[src/rtl/refsched_pkg.sv]
package refsched_pkg;

    typedef enum logic [1:0] {
        DEBT_HOLD = 2'd0,
        DEBT_UP   = 2'd1,
        DEBT_DOWN = 2'd2
    } debt_op_e;

    typedef struct packed {
        logic req;
        logic urgent;
        logic busy;
    } ref_status_t;

    function automatic int unsigned cnt_width(int unsigned maxval);
        return (maxval < 2) ? 1 : $clog2(maxval + 1);
    endfunction

    function automatic debt_op_e pick_op(logic expire, logic take);
        if (expire && !take) return DEBT_UP;
        if (take && !expire) return DEBT_DOWN;
        return DEBT_HOLD;
    endfunction

endpackage

[src/rtl/refsched_interval_timer.sv]
module refsched_interval_timer
    import refsched_pkg::*;
#(
    parameter int unsigned INTERVAL_CYC = 1560
) (
    input  logic clk,
    input  logic rst,
    output logic expire
);
    localparam int unsigned TW = cnt_width(INTERVAL_CYC - 1);
    localparam logic [TW-1:0] LAST = TW'(INTERVAL_CYC - 1);

    logic [TW-1:0] cnt;

    always_ff @(posedge clk) begin
        if (rst)              cnt <= '0;
        else if (cnt == LAST) cnt <= '0;
        else                  cnt <= cnt + 1'b1;
    end

    assign expire = (cnt == LAST);


    expire_single_chk: assert property (@(posedge clk) disable iff (rst)
        expire |=> !expire);

endmodule

[src/rtl/refsched_debt_counter.sv]
module refsched_debt_counter
    import refsched_pkg::*;
#(
    parameter int unsigned MAX_OWED = 8
) (
    input  logic clk,
    input  logic rst,
    input  logic expire,
    input  logic take,
    output logic [cnt_width(MAX_OWED)-1:0] debt,
    output logic at_max
);
    localparam int unsigned DW = cnt_width(MAX_OWED);
    localparam logic [DW-1:0] LIMIT = DW'(MAX_OWED);

    debt_op_e op;
    assign op = pick_op(expire, take);

    always_ff @(posedge clk) begin
        if (rst) begin
            debt <= '0;
        end else begin
            case (op)
                DEBT_UP:   if (debt != LIMIT) debt <= debt + 1'b1;
                DEBT_DOWN: if (debt != '0)    debt <= debt - 1'b1;
                default:   debt <= debt;
            endcase
        end
    end

    assign at_max = (debt == LIMIT);


    debt_bound_chk: assert property (@(posedge clk) disable iff (rst)
        debt <= LIMIT);


    tick_take_hold_chk: assert property (@(posedge clk) disable iff (rst)
        (expire && take) |=> $stable(debt));


    take_dec_chk: assert property (@(posedge clk) disable iff (rst)
        (take && !expire && debt != '0) |=> (debt == $past(debt) - 1'b1));

endmodule

[src/rtl/refsched_busy_window.sv]
module refsched_busy_window
    import refsched_pkg::*;
#(
    parameter int unsigned TRFC_CYC = 15
) (
    input  logic clk,
    input  logic rst,
    input  logic take,
    output logic busy
);
    localparam int unsigned BW = cnt_width(TRFC_CYC);
    localparam logic [BW-1:0] LOADV = BW'(TRFC_CYC);

    logic [BW-1:0] remain;

    always_ff @(posedge clk) begin
        if (rst)                remain <= '0;
        else if (take)          remain <= LOADV;
        else if (remain != '0)  remain <= remain - 1'b1;
    end

    assign busy = (remain != '0);


    busy_set_chk: assert property (@(posedge clk) disable iff (rst)
        take |=> busy);

endmodule

[src/rtl/refsched_top.sv]
module refsched_top
    import refsched_pkg::*;
#(
    parameter int unsigned INTERVAL_CYC = 1560,
    parameter int unsigned TRFC_CYC     = 15,
    parameter int unsigned MAX_OWED     = 8
) (
    input  logic clk,
    input  logic rst,
    input  logic ref_gnt,
    output logic ref_req,
    output logic ref_urgent,
    output logic ref_busy,
    output logic [cnt_width(MAX_OWED)-1:0] owed_cnt
);
    localparam int unsigned DW = cnt_width(MAX_OWED);

    logic expire;
    logic take;
    logic at_max;
    logic [DW-1:0] debt;
    logic busy;
    ref_status_t st;

    refsched_interval_timer #(.INTERVAL_CYC(INTERVAL_CYC)) u_timer (
        .clk    (clk),
        .rst    (rst),
        .expire (expire)
    );

    refsched_debt_counter #(.MAX_OWED(MAX_OWED)) u_debt (
        .clk    (clk),
        .rst    (rst),
        .expire (expire),
        .take   (take),
        .debt   (debt),
        .at_max (at_max)
    );

    refsched_busy_window #(.TRFC_CYC(TRFC_CYC)) u_busy (
        .clk  (clk),
        .rst  (rst),
        .take (take),
        .busy (busy)
    );

    always_comb begin
        st.busy   = busy;
        st.req    = (debt != '0) && !busy;
        st.urgent = at_max && !busy;
    end

    assign take       = ref_gnt && st.req;
    assign ref_req    = st.req;
    assign ref_urgent = st.urgent;
    assign ref_busy   = st.busy;
    assign owed_cnt   = debt;


    busy_no_req_chk: assert property (@(posedge clk) disable iff (rst)
        ref_busy |-> !ref_req);


    urgent_has_req_chk: assert property (@(posedge clk) disable iff (rst)
        ref_urgent |-> ref_req);


    ignored_gnt_chk: assert property (@(posedge clk) disable iff (rst)
        (ref_gnt && !ref_req && !ref_busy) |=> !ref_busy);

endmodule

[config.mk]
export PLATFORM = sky130hd
export DESIGN_NAME = refsched_top
export DESIGN_NICKNAME = d
export VERILOG_FILES = /design/src/rtl/refsched_pkg.sv /design/src/rtl/refsched_interval_timer.sv /design/src/rtl/refsched_debt_counter.sv /design/src/rtl/refsched_busy_window.sv /design/src/rtl/refsched_top.sv
export SDC_FILE = /design/constraint.sdc
export NUM_CORES = 1
export LEC_CHECK = 0
export BUFFER_PORTS_ARGS = -buffer_cell sky130_fd_sc_hd__buf_2
export CORE_MARGIN = 2
export CORE_UTILIZATION = 45
export CTS_BUF_LIST = sky130_fd_sc_hd__clkbuf_16
export DETAILED_ROUTE_END_ITERATION = 8
export GPL_TIMING_DRIVEN = 1
export MAX_ROUTING_LAYER = met4
export SLEW_MARGIN = 10
export SYNTH_ARGS = -nofsm -noshare
export SYNTH_HDL_FRONTEND = slang
export SYNTH_SLANG_ARGS = --single-unit
[constraint.sdc]
create_clock -name clk -period 2.59 [get_ports clk]
set_input_delay 0.1295 -clock clk [delete_from_list [all_inputs] [get_ports clk]]
set_output_delay 0.1295 -clock clk [all_outputs]
set_load 0.01 [all_outputs]
==> flow_metrics.tcl, run 1 <==
set metrics [dict create \
    viasPerCell 5.33 \
    synth_edf_count 0 \
    cts_root_buf "clkbuf_16" \
    rsz0062_at_grt "false" \
    start_util_pct 46.9 \
    crit_end "u_debt.debt[2]$_SDFFE_PP0P_" \
    yosysWarnings 0 \
    dp_hpwl_um 1420 \
    setup_viol 0 \
    drt_iter0_drc 12 \
    path_class "reg2reg" \
    dr.pass1.iters 4 \
    hold_ws_ps 205 \
    ctsResizeCount 0 \
    cts_hold_buf 0 \
    ff2ff_setup_slack_ps 300 \
    ys.flop_type "dfxtp_1" \
    clk_pin_slew_ps 50 \
    clk-insertion-delay-late_ps 250 \
    r2r_end "u_debt.debt[2]$_SDFFE_PP0P_" \
    ys_seq_area_share_pct 37.0 \
    crit_path_start "u_debt.debt[0]$_SDFFE_PP0P_" \
    postRouteAntennaNets 0 \
    yosysUniqueCellTypes 33 \
    clock-sinks 19 \
    grt_max_degree 14 \
    drive_above_1_share_pct 14.4 \
    hold_depth 2 \
    async_flop_share_pct 0 \
    period_share_pct 88.5 \
    hold_path_class "in2reg" \
    path_cells "or4_4 > nand2_1 > nor2_1 > xnor2_1 > ha_1 > nor4_1 > mux2i_1 > mux2_1" \
    grt_overflow_total 0 \
    synthCells 120 \
    worst_pin_slew_ps 533 \
    ios 10 \
    num_antenna_cells 0 \
    path_max_fanout 9 \
    drv_cap 0 \
    setup_tns_ps 0 \
    antenna_found_initial 0 \
    p_leak_nw 0.490 \
    grt_pass1_vias 769 \
    ir_drop_mv 0.454 \
    max_freq_mhz 436 \
    grt_use_total_pct 16.6 \
    htreeDepth 1 \
    worstPathArrival_ps 2430 \
    crit_path_end_kind "flop" \
    cts_tree "yes" \
    rows 17 \
    fin_skew_ps 2.74 \
    fin_nets 140 \
    critPathLaunchType "flop" \
    r2r-start "u_debt.debt[0]$_SDFFE_PP0P_" \
    synthesis.nets 127 \
    syn_to_final_growth_pct 15.6 \
    outcome "finished clean" \
    wire_per_inst_um 11.8 \
    clockBufferDepth 2 \
    core_um2 2190 \
    chipHeight_um 51.8 \
    critPathRequiredTime_ps 2730 \
    chipWidth_um 51.8 \
    drc_errors 0 \
    numPortBuffers 9 \
    die_area_um2 2680 \
    synth_area_per_cell_um2 8.57 \
    hold_viol_final 0 \
    max_stage_delay_ps 580 \
    synth-seq-cells 19 \
    crit_slowest_cell "or4_4" \
    vias 852 \
    min_period_ps 2290 \
    cts-buffers-inserted 3 \
    postCtsSetupBuffers 0 \
    slew_violations 0 \
    grt_pass1_wl_um 3220 \
    wl_um 1880 \
    rr_worst_depth 8 \
    p_per_area_nw_per_um2 761 \
    gp_congestion 0.818 \
    netlist_area_um2 1030 \
    relSlewSlack_pct 64.2 \
]
==> through the flow <==
step	instance area (um^2)	total power, mW	instances	util [%]	setup slack, ps
3_5_place_dp	1110	0.606	156	50.7	314
6_report	1190	0.905	160	54.3	299
5_1_grt	1190	0.975	160	54.3	96.6
2_1_floorplan	1030	0.552	120	-	383
3_3_place_gp	1110	0.602	156	50.7	342
4_1_cts	1190	0.917	160	54.3	297
==> critical path, delay by kind of cell (launching register included) <==
family	cells	cell delay, ps
flip-flops	1	380
AND/OR/NAND/NOR	4	1070
multiplexers	2	420
adder cells (fa/ha/maj)	1	190
XOR/XNOR	1	120
==> state kept, by name, indices dropped and copies added (netlist names) <==
register,cells
u_timer.cnt,11
u_debt.debt,4
u_busy.remain,4
==> layout by cell type, fill, tap and decap left out, types with 4 or more instances in the layout <==
cell / count
xor2_1: 4
xnor2_1: 9
dfxtp_1: 19
nand2_1: 6
nor3_1: 5
nand3_1: 5
nor2_1: 23
buf_2: 9
a21oi_1: 6
inv_1: 7
ha_1: 4
==> cell type report <==
class	instances	area (um^2)
clock buffer	3	75.1
clock inverter	1	3.75
fill	209	1000
inverter	6	22.5
multi-input combinational	92	612
sequential	19	380
tap	28	35.0
timing repair buffer	11	60.1
==> worst min-delay path by stage <==
stage	endpoint	slack, ps	start
after floorplan	u_debt.debt[0]$_SDFFE_PP0P_	360	rst
after global placement	u_timer.cnt[0]$_SDFF_PP0_	430	u_timer.cnt[0]$_SDFF_PP0_
after detailed placement	u_timer.cnt[0]$_SDFF_PP0_	450	u_timer.cnt[0]$_SDFF_PP0_
after CTS	u_timer.cnt[2]$_SDFF_PP0_	200	rst
after global routing	u_timer.cnt[2]$_SDFF_PP0_	220	rst
final	u_timer.cnt[2]$_SDFF_PP0_	200	rst
==> power breakdown <==
part,leakage [nW],internal [mW],switching [mW]
registers,0.155,0.326,0.0318
logic,0.293,0.110,0.130
clock network,0.0423,0.205,0.103
==> kinds of logic after synthesis <==
group	count (synthesis)	share of synthesized area (%)
flops	19	37.0
buf+inv	9	3.53
simple gates	60	31.8
xor+xnor	13	11.1
mux	5	5.11
compound gates	10	6.69
fa+ha+maj	4	4.87
==> routing by layer <==
metal  share of wire, %  global-route usage (%)  vias up
li1                   -                       -      440
met1                 47                    19.2      396
met2                 49                    27.8       14
met3                3.5                    2.87        2
met4               0.48                    7.89        0
met5                  0                       -        -
==> cell usage after synthesis (3+ instances only) <==
cell      n  area (um^2)
nor2_1   23         86.3
xor2_1    4         35.0
inv_1     6         22.5
and3_1    3         18.8
a21oi_1   6         30.0
nor3_1    5         25.0
mux2i_1   3         30.0
nor4_1    3         18.8
dfxtp_1  19          380
ha_1      4         50.1
xnor2_1   9         78.8
nand3_1   5         25.0
nand2_1   6         22.5
(Power assumes the default switching activity.)
==> run 2: changes to the inputs <==
Settings changed: CTS_CLUSTER_SIZE set to 14, SYNTH_HIERARCHICAL set to 1.
==> run 2 against run 1 <==
Against the previous run:
- hold slack got worse by 2.5 ps
- final cell count increased by 6.9%
- die area increased by 5.8%
- synthesized area increased by 6.3%
- clock power about the same
- critical path type unchanged
- sequential share of layout area decreased by 4.6 points
- largest cell class unchanged
- worst setup slack got worse by 160 ps
==> flow_metrics.tcl, run 2 <==
set metrics [dict create \
    ys.flop_type "dfxtp_1" \
    synthCells 120 \
    viasPerCell 5.39 \
    worstPathArrival_ps 2590 \
    synth_most_common_cell "dfxtp_1" \
    final_cell_area_um2 1400 \
    dr.pass1.iters 3 \
    grt_max_degree 12 \
    hold_end "u_debt/debt[0]$_SDFFE_PP0P_" \
    clk_pin_slew_ps 50 \
    yosysTopAreaCell "dfxtp_1" \
    synth_common_cells "19 x dfxtp_1, 12 x a21oi_1, 10 x nor2_1" \
    grt_use_total_pct 19.3 \
    netlist_area_um2 1090 \
    chipHeight_um 53.3 \
    syn_to_final_growth_pct 27.6 \
    largest_register "u_timer/cnt" \
    chipWidth_um 53.3 \
    crit_path_frequent_cell "ha_4" \
    antenna_found_initial 0 \
    critPathRequiredTime_ps 2730 \
    ios 10 \
    cts_root_buf "clkbuf_16" \
    async_flop_share_pct 0 \
    gp_congestion 0.849 \
    rsz0062_at_grt "false" \
    synth_top_cell_area_share_pct 34.8 \
    r2r_end "u_debt/debt[2]$_SDFFE_PP0P_" \
    ys_seq_area_share_pct 34.8 \
    core_um2 2250 \
    start_util_pct 48.5 \
    numPortBuffers 9 \
    clk-insertion-delay-late_ps 250 \
    hold_ws_ps 202 \
    critPathLaunchType "flop" \
    drt_iter0_drc 12 \
    relSlewSlack_pct 59.5 \
    max_stage_delay_ps 390 \
    cts-buffers-inserted 3 \
    synth_edf_count 0 \
    drc_errors 0 \
    ff2ff_setup_slack_ps 140 \
    die_area_um2 2840 \
    htreeDepth 1 \
    min_period_ps 2450 \
    yosysUniqueCellTypes 38 \
    r2r-start "u_busy/remain[0]$_SDFFE_PP0P_" \
    hp-start "rst" \
    crit_slowest_cell "or3b_4" \
    p_per_area_nw_per_um2 675 \
    outcome "finished clean" \
    grt_overflow_total 0 \
    wl_um 2290 \
    rr_worst_depth 11 \
    final_cell_mix "18 x dfxtp_1, 12 x buf_4, 11 x a21oi_1, 10 x nor2_1, 9 x buf_2" \
    grt_pass1_wl_um 3860 \
    slew_violations 0 \
    fin_nets 155 \
    crit_path_end_kind "flop" \
    hold_depth 2 \
    synth-seq-cells 19 \
    dp_hpwl_um 1630 \
    ir_drop_mv 0.540 \
    layout_commonest_cell "dfxtp_1" \
    wire_per_inst_um 13.4 \
    path_class "reg2reg" \
    p_leak_nw 0.562 \
    setup_viol 0 \
    largest_reg_flops 11 \
    grt_pass1_vias 890 \
    synth_area_per_cell_um2 9.11 \
    rows 17 \
    period_share_pct 94.7 \
    crit_buf_inv 1 \
    synth_area_leaders "dfxtp_1 35%, ha_1 9.2%, a21oi_1 5.5%, nand3_1 3.7%, nor2_1 3.4%" \
    fillers 218 \
    cts_tree "yes" \
    hold_path_class "in2reg" \
    post_dp_cell_area_um2 1270 \
    worst_pin_slew_ps 600 \
    path_max_fanout 5 \
    max_freq_mhz 408 \
    drv_cap 0 \
    largest_registers "u_timer/cnt (11), u_busy/remain (4), u_debt/debt (4)" \
    clock-sinks 19 \
    vias 921 \
    synthesis.nets 131 \
    num_antenna_cells 0 \
    path_cells "inv_2 > ha_4 > or3b_4 > nor3b_4 > ha_4 > xor2_2 > ha_2 > a21oi_2 > xnor2_1 > nand3_2 > mux2_4" \
    hold_viol_final 0 \
    drive_above_1_share_pct 32.9 \
    yosysWarnings 6 \
    fin_skew_ps 2.18 \
    postRouteAntennaNets 0 \
    crit_family "simple AND/OR/NAND/NOR gates" \
    clockBufferDepth 2 \
]
[run 2: changes by cell type after synthesis, sizes merged, moves of 3 or more]
cell    before  now
nor2        23   10
xnor2        9    3
ha           4    8
and3         3    0
o31ai        0    3
o21ai        0    4
nand3        5    9
a21oi        6   12
nand2        6    3
or3          1    4
nand3b       0    3
[run 2: repair_timing]
action | in CTS | in global routing
hold buffers | 0 | 0
gates cloned | 0 | 0
pin swaps | 0 | 7
setup buffers | 0 | 1
endpoints found under the setup margin | 1 | 2
resized for setup | 1 | 10
[run 2: worst reg2reg max path, cell delays in order, from the launching register on]
cell,delay [ps]
dfxtp_2,330
inv_2,80
ha_4,130
or3b_4,390
nor3b_4,260
ha_4,210
xor2_2,130
ha_2,190
a21oi_2,40
xnor2_1,190
nand3_2,100
mux2_4,300
[run 2: cell type report]
type	count	area [um^2]	share of cell area, %
clock buffers	3	75.1	5.38
clock inverters	1	3.75	0.269
inverters	8	30.0	2.15
multi-input cells	91	734	52.6
flip-flops and latches	19	382	27.4
well taps	28	35.0	2.51
repair buffers	21	135	9.69
[run 2: where the power goes]
part	leakage (nW)	total, mW	internal (mW)	switching [mW]
combinational	0.365	0.276	0.138	0.139
sequential	0.155	0.355	0.328	0.0273
clock	0.0423	0.310	0.205	0.104
[run 2: cell families (layout without fill, tap and decap cells)]
| kind of cell | count (synthesis) | count (layout) | synth area share [%] |
|---|---|---|---|
| buffers and inverters | 10 | 33 | 3.66 |
| adders and majority gates | 8 | 8 | 9.15 |
| and+or+nand+nor | 50 | 50 | 29.3 |
| xor gates and xnor gates | 7 | 7 | 5.61 |
| DFF | 19 | 19 | 34.8 |
| AOI/OAI and AO/OA | 23 | 23 | 14.3 |
| muxes | 3 | 3 | 3.20 |
[run 2: layer usage]
layer  GRT usage [%]  part of all wire (%)  up-vias  routed length (um)
met5               -                     0        -                   0
met3            5.93                   2.3        2                  53
met4            3.85                  0.39        0                   9
met1            24.0                    50      436                1140
met2            30.9                    47        6                1080
li1                -                     -      477                   -
[run 2: how the worst max path moves through the flow]
stage / startpoint / endpoint / slack [ps] / cells past startpoint
floorplan: u_busy/remain[0]$_SDFFE_PP0P_ / u_debt/debt[2]$_SDFFE_PP0P_ / 20 / 12
global placement: u_timer/cnt[0]$_SDFF_PP0_ / u_debt/debt[2]$_SDFFE_PP0P_ / 100 / 11
detailed placement: u_timer/cnt[1]$_SDFF_PP0_ / u_debt/debt[2]$_SDFFE_PP0P_ / -20 / 11
CTS: u_timer/cnt[0]$_SDFF_PP0_ / u_debt/debt[2]$_SDFFE_PP0P_ / 60 / 11
global route: u_busy/remain[0]$_SDFFE_PP0P_ / u_debt/debt[3]$_SDFFE_PP0P_ / 30 / 10
finish: u_busy/remain[0]$_SDFFE_PP0P_ / u_debt/debt[2]$_SDFFE_PP0P_ / 140 / 11
[run 2: stage by stage]
step | setup WS, ps | utilization [%] | power (mW) | setup TNS (ps) | instances
floorplan | 20.4 | - | 0.537 | 0 | 120
global placement | 105 | 56.3 | 0.589 | 0 | 166
detailed placement | -16.5 | 56.3 | 0.601 | -16.5 | 166
CTS | 60.8 | 60.1 | 0.915 | 0 | 170
global route | 26.6 | 61.9 | 1.00 | 0 | 171
finish | 137 | 61.9 | 0.941 | 0 | 171
==> run 3: changes to the inputs <==
Settings changed: BUFFER_PORTS_ARGS -buffer_cell sky130_fd_sc_hd__buf_2 to not set, DONT_BUFFER_PORTS set to 1.
==> run 3 against run 2 <==
Against the previous run:
- final cell count down 5.3%
- clock skew up 3.1 ps
- flip-flop and latch count unchanged
- first-iteration DRC count fell by 17%
- power fell by 3.0%
- worst setup slack worse by 47 ps
- critical endpoint unchanged
==> flow_metrics.tcl, run 3 (same netlist as run 2, synthesis figures left out) <==
set metrics [dict create \
    hold_end "u_debt/debt[3]$_SDFFE_PP0P_" \
    path_max_fanout 5 \
    p_leak_nw 0.518 \
    drc_errors 0 \
    largest_registers "u_timer/cnt (11), u_busy/remain (4), u_debt/debt (4)" \
    cts_tree "yes" \
    r2r_end "u_debt/debt[2]$_SDFFE_PP0P_" \
    largest_register "u_timer/cnt" \
    dp_hpwl_um 1570 \
    path_class "reg2reg" \
    grt_max_degree 12 \
    wire_per_inst_um 13.8 \
    ff2ff_setup_slack_ps 90 \
    drive_above_1_share_pct 23.1 \
    antenna_found_initial 0 \
    max_stage_delay_ps 400 \
    period_share_pct 96.5 \
    rows 17 \
    postRouteAntennaNets 0 \
    clock-sinks 19 \
    vias 894 \
    worstPathArrival_ps 2640 \
    start_util_pct 48.5 \
    grt_pass1_wl_um 3790 \
    viasPerCell 5.52 \
    layout_commonest_cell "dfxtp_1" \
    gp_congestion 0.741 \
    critPathLaunchType "flop" \
    hp-start "rst" \
    crit_buf_inv 1 \
    dp_cells 157 \
    grt_pass1_vias 850 \
    ir_drop_mv 0.438 \
    hold_viol_final 0 \
    drv_cap 0 \
    grt_overflow_total 0 \
    fin_nets 146 \
    power.total_mw 0.913 \
    worst_pin_slew_ps 422 \
    cts_root_buf "clkbuf_16" \
    rsz0062_at_grt "true" \
    fin_skew_ps 5.30 \
    numPortBuffers 0 \
    fillers 219 \
    core_um2 2250 \
    clk-insertion-delay-late_ps 250 \
    final_cells 162 \
    largest_reg_flops 11 \
    slew_violations 0 \
    clk_pin_slew_ps 60 \
    htreeDepth 1 \
    drt_iter0_drc 10 \
    num_antenna_cells 0 \
    r2r-start "u_busy/remain[0]$_SDFFE_PP0P_" \
    rr_worst_depth 11 \
    critPathRequiredTime_ps 2730 \
    hold_depth 3 \
    max_freq_mhz 400 \
    chipWidth_um 53.3 \
    setup_viol 0 \
    die_area_um2 2840 \
    p_per_area_nw_per_um2 688 \
    grt_use_total_pct 18.9 \
    min_period_ps 2500 \
    relSlewSlack_pct 71.7 \
    crit_slowest_cell "or3b_4" \
    syn_to_final_growth_pct 21.3 \
    dr.pass1.iters 5 \
    chipHeight_um 53.3 \
    path_cells "inv_1 > ha_1 > or3b_4 > nor3b_4 > ha_4 > xor2_1 > ha_1 > a21oi_1 > xnor2_1 > nand3_2 > mux2_4" \
    hold_path_class "in2reg" \
    cts-buffers-inserted 3 \
    crit_path_frequent_cell "ha_1" \
    ios 10 \
    crit_path_end_kind "flop" \
    outcome "finished clean" \
    final_cell_mix "19 x dfxtp_1, 12 x a21oi_1, 11 x buf_4, 10 x nor2_1" \
    clockBufferDepth 2 \
    crit_family "simple AND/OR/NAND/NOR gates" \
    wl_um 2240 \
]
==> run 3: worst min-delay path: stages <==
cell and delay, ps:
nor2_1 20, nand2_1 50, mux2i_1 50
==> run 3: cell type report <==
type                       count  area [um^2]  share of cell area (%)
clock inverter                 1         5.00                   0.377
tap                           28         35.0                    2.64
multi-input combinational     91          708                    53.4
clock buffer                   3         75.1                    5.66
inverter                       8         30.0                    2.26
timing repair buffer          12         92.6                    6.98
sequential                    19          380                    28.7
==> run 3: routing by layer <==
layer | part of all wire (%) | global-route usage (%)
met3 | 3.5 | 3.67
met2 | 47 | 28.6
met5 | 0 | -
met1 | 49 | 25.0
met4 | 0.40 | 6.41
==> run 3: worst max path at each step <==
| stage | to | cells past startpoint | start |
|---|---|---|---|
| after global placement | u_debt/debt[2]$_SDFFE_PP0P_ | 11 | u_timer/cnt[0]$_SDFF_PP0_ |
| after CTS | u_debt/debt[2]$_SDFFE_PP0P_ | 11 | u_timer/cnt[0]$_SDFF_PP0_ |
| after global routing | u_debt/debt[2]$_SDFFE_PP0P_ | 11 | u_timer/cnt[0]$_SDFF_PP0_ |
| after detailed placement | u_debt/debt[2]$_SDFFE_PP0P_ | 11 | u_timer/cnt[1]$_SDFF_PP0_ |
| after floorplan | u_debt/debt[2]$_SDFFE_PP0P_ | 12 | u_busy/remain[0]$_SDFFE_PP0P_ |
| final | u_debt/debt[2]$_SDFFE_PP0P_ | 11 | u_busy/remain[0]$_SDFFE_PP0P_ |
==> run 3: what timing repair did <==
action | in CTS | in global routing
hold endpoints to repair | 6 | 0
hold buffers | 1 | 0
setup endpoints to repair | 0 | 2
setup buffers | 0 | 0
gates resized for setup | 0 | 3
==> run 3: report_power, final <==
group	total [mW]	internal, mW	switching, mW
clock network	0.315	0.207	0.108
logic	0.244	0.117	0.127
registers	0.354	0.326	0.0271
==> run 3: per-stage QoR <==
stage	hold WS, ps	worst slack (ps)	util, %	setup TNS, ps	instance area, um^2
6_report	57.1	89.8	58.8	0	1330
5_1_grt	80.2	-20.0	58.8	-20.0	1330
4_1_cts	55.3	41.7	58.3	0	1320
3_5_place_dp	204	55.6	54.3	0	1220
3_3_place_gp	203	104	54.3	0	1220
2_1_floorplan	199	20.4	-	0	1120
